## src/rtl/byte_serdes_loop.sv

```systemverilog
module byte_serdes_loop #(
  parameter int BYTE_W = 8
) (
  input  logic              clk,
  input  logic              rst_n,
  input  logic              fac_loop,
  input  logic              eq_loop,
  input  logic [BYTE_W-1:0] tx_byte,
  output logic              tx_byte_strobe,
  output logic              tx_serial,
  input  logic              rx_serial,
  output logic [BYTE_W-1:0] rx_byte,
  output logic              rx_byte_valid
);
  localparam int CNT_W = (BYTE_W > 2) ? $clog2(BYTE_W) : 1;
  localparam logic [CNT_W-1:0] LAST = CNT_W'(BYTE_W - 1);

  logic [CNT_W-1:0]  phase;
  logic [BYTE_W-1:0] tx_hold, tx_shift, rx_shift;
  logic              line_bit, rx_in, load_shift;

  assign tx_byte_strobe = (phase == LAST);
  assign load_shift     = (phase == '0);
  assign line_bit       = tx_shift[BYTE_W-1];
  assign tx_serial      = fac_loop ? rx_serial : line_bit;
  assign rx_in          = eq_loop ? line_bit : rx_serial;

  always_ff @(posedge clk) begin
    if (!rst_n) begin
      phase         <= '0;
      tx_hold       <= '0;
      tx_shift      <= '0;
      rx_shift      <= '0;
      rx_byte       <= '0;
      rx_byte_valid <= 1'b0;
    end else begin
      phase         <= tx_byte_strobe ? '0 : phase + 1'b1;
      if (tx_byte_strobe) tx_hold <= tx_byte;
      tx_shift      <= load_shift ? tx_hold : {tx_shift[BYTE_W-2:0], 1'b0};
      rx_shift      <= {rx_shift[BYTE_W-2:0], rx_in};
      rx_byte_valid <= load_shift;
      if (load_shift) rx_byte <= {rx_shift[BYTE_W-2:0], rx_in};
    end
  end
endmodule

```

## config.mk

```make
export PLATFORM = sky130hd
export DESIGN_NAME = byte_serdes_loop
export DESIGN_NICKNAME = d
export VERILOG_FILES = /design/src/rtl/byte_serdes_loop.sv
export SDC_FILE = /design/constraint.sdc
export NUM_CORES = 1
export LEC_CHECK = 0
export BUFFER_PORTS_ARGS = -buffer_cell sky130_fd_sc_hd__buf_2
export CELL_PAD_IN_SITES_DETAIL_PLACEMENT = 1
export CELL_PAD_IN_SITES_GLOBAL_PLACEMENT = 1
export CORE_UTILIZATION = 43
export DETAILED_ROUTE_END_ITERATION = 10
export GPL_ROUTABILITY_DRIVEN = 0
export PLACE_DENSITY = 0.8
export SYNTH_ARGS = -nofsm -noshare
export SYNTH_HDL_FRONTEND = slang
export SYNTH_SLANG_ARGS = --single-unit
```

## constraint.sdc

```tcl
create_clock -name clk -period 3.4 [get_ports clk]
set_input_delay 0.34 -clock clk [delete_from_list [all_inputs] [get_ports clk]]
set_output_delay 0.34 -clock clk [all_outputs]
set_load 0.05 [all_outputs]
```

==> impl_metrics.py <==
metrics = {
    "run_status": {
        "outcome": "complete, no violations",
    },
    "critical_path": {
        "r2r-start": "phase[1]",
        "crit_path_start": "phase[1]",
        "crit_path_cell_trace": "inv_1 -> ha_1 -> nor2b_1 -> nand2_1 -> a21boi_1",
        "reg2reg_slack_ns": 1.49,
        "crit_fanout": 18,
        "path_class": "reg -> reg",
        "endpoint_kind": "register",
        "cp.required_ns": 3.66,
        "slowest_delay_ns": 0.95,
        "r2r-end": "tx_shift[5]",
        "crit_arrival_ns": 2.17,
        "r2r.worst_path.cells": 5,
        "cpMaxStageDelayCell": "nor2b_1",
        "cp-start-kind": "register",
    },
    "timing": {
        "fin_crit_sh_pct": 56.06,
        "setup_tns_ns": 0,
        "finalWorstSetupSlack_ns": 1.494,
        "slew_headroom_pct": 18.14,
        "rsz0062_at_grt": "false",
        "setup_violations": 0,
        "tightestPinTransition_ns": 1.225,
        "drv_slew": 0,
        "clock_skew_ns": 0.004048,
        "period_needed_ns": 1.906,
        "fmax_mhz": 524.6,
        "hold_viol_final": 0,
    },
    "cts": {
        "cts_tree": "yes",
        "root_buffer": "clkbuf_4",
        "h-tree-depth": 2,
        "cts_hold_buf": 0,
        "cts_setup_buffers": 0,
        "clkTransAtPathRegs_ns": 0.10,
        "cts_made_buffers": 5,
        "cts_buffer_depth": 2,
        "cts.sinks": 35,
        "post_cts_resized": 0,
        "insertion_delay_ns": 0.33,
    },
    "detailed_routing": {
        "antenna_left": 0,
        "drtIter0Drc": 9,
        "vias_per_cell": 4.977,
        "drt_first_pass_iters": 2,
        "vias": 881,
        "wl_per_cell_um": 12.86,
        "drc": 0,
        "totalWireLength_mm": 2.277,
    },
    "pwr": {
        "power_density_nw_per_um2": 483.5,
        "seq_power_share_pct": 61.6,
        "clockPowerShare_pct": 28.6,
        "internal-power_w": 0.0005121,
        "p_leak_nw": 0.5805,
        "power_w": 0.0006860,
        "combPwrFrac_pct": 9.8,
        "ir_drop_uv": 277.5,
        "p_switching_w": 0.0001739,
        "switching_share_pct": 25.35,
    },
    "global_routing": {
        "overflow": 0,
        "antenna_found_initial": 0,
        "grt_max_degree": 36,
        "grt_usage_pct": 17.24,
        "grt_pass1_wl_mm": 3.981,
        "first_global_vias": 894,
    },
    "place": {
        "portBuffers": 23,
        "pre_cts_ws_ns": 1.515,
        "placedCellCount": 171,
        "dp_hpwl_mm": 1.520,
    },
    "floorplan": {
        "die_h_um": 56.21,
        "dieArea_um2": 3160,
        "ios": 24,
        "num_rows": 19,
        "start_util_pct": 45.43,
        "dieWidth_um": 56.21,
        "core_area_um2": 2781,
    },
    "synth": {
        "ys_ff_latch": 35,
        "yosysUniqueCellTypes": 20,
        "ys_seq_area_share_pct": 55.45,
        "yosysWarnings": 0,
        "syn_nets": 141,
        "synth_area_per_cell_um2": 10.19,
        "syn_area_um2": 1264,
        "syn_inst": 124,
    },
    "job": {
        "maxCapViolCount": 0,
    },
    "finish": {
        "antennaDiodeCount": 0,
        "final_common_cell": "dfxtp_1",
        "syn_to_final_growth_pct": 12.28,
        "layout-drive-gt1-share_pct": 19.86,
        "final_cell_count_no_fill": 177,
        "finalNetCount": 164,
        "mostFrequentLayoutCells": "35 x dfxtp_1, 28 x nand2_1, 23 x buf_2",
    },
    "worst_hold_path": {
        "whs_endpoint": "tx_hold[4]",
        "hold_path_depth": 3,
        "hold_class": "in -> reg",
        "hp-start": "tx_byte[4]",
    },
}
==> flip-flops by register name, indices dropped and copies added (netlist names) <==
signal and count:
rx_byte 8, tx_hold 8, tx_shift 8, rx_shift 7, phase 3, rx_byte_valid 1
==> stage by stage <==
step	area (um^2)	util (%)	hold slack (ns)
2_1_floorplan	1264	-	0.4206
3_3_place_gp	1378	49.53	0.4249
5_1_grt	1419	51.01	0.2696
4_1_cts	1419	51.01	0.2596
3_5_place_dp	1378	49.53	0.4346
6_report	1419	51.01	0.2731
==> power groups by stage <==
stage          clock (W)  combinational [W]  sequential, W
6_report        0.000196          0.0000674       0.000423
5_1_grt         0.000226          0.0000739       0.000424
4_1_cts         0.000206          0.0000686       0.000423
3_5_place_dp           0          0.0000684       0.000432
3_3_place_gp           0          0.0000659       0.000432
2_1_floorplan          0          0.0000416       0.000444
==> how the worst max path moves through the flow <==
stage / cells after the start / end / slack, ns
after global routing: 5 / tx_shift[5] / 1.29
after detailed placement: 5 / rx_byte[2] / 1.52
after CTS: 5 / tx_shift[5] / 1.48
final: 5 / tx_shift[5] / 1.49
after floorplan: 2 / tx_byte_strobe / 2.12
after global placement: 5 / tx_shift[7] / 1.65
==> final cells by class <==
cell class | instances | area [um^2]
clock buffers | 6 | 41.29
repair buffers | 23 | 115.1
multi-input cells | 80 | 515.5
fillers | 327 | 1363
well taps | 31 | 38.79
inverters | 2 | 7.507
flip-flops and latches | 35 | 700.7
==> synthesized netlist by cell type (all sizes together) <==
library cell	number	share of area, %
nor2b	10	5.0
ha	4	4.0
dfxtp	35	55
and3	1	0.50
and3b	2	1.4
mux2	1	0.89
mux2i	9	7.1
nand2	28	8.3
buf	4	2.3
and2	7	3.5
nand2b	1	0.50
clkbuf	3	0.89
a21oi	1	0.40
nor3b	1	0.59
a21boi	14	8.3
inv	2	0.59
o21ai	1	0.40
==> critical path: cells and delay by family (launching register included) <==
family          cells  cell delay [ns]
buf+inv             1             0.06
fa+ha+maj           1             0.14
flops               1             0.33
compound gates      1             0.19
simple gates        2             1.11
==> logic make-up (layout without fill, tap and decap cells) <==
group           count (synthesis)  count (layout)  share of synthesized area (%)
compound gates                 16              16                          9.108
fa+ha+maj                       4               4                          3.961
buf+inv                         9              31                          3.763
flops                          35              35                          55.45
mux                            10              10                          8.020
simple gates                   50              50                          19.70
==> layer usage <==
| layer | part of all wire [%] | GRT usage, % | vias to the layer above |
|---|---|---|---|
| met2 | 50 | 27.21 | 20 |
| met5 | 0 | 0 | - |
| met3 | 4.9 | 7.907 | 6 |
| met1 | 44 | 20.12 | 411 |
| li1 | - | - | 444 |
| met4 | 1.8 | 7.317 | 0 |
Note: power is estimated with default switching activity, not from simulation.
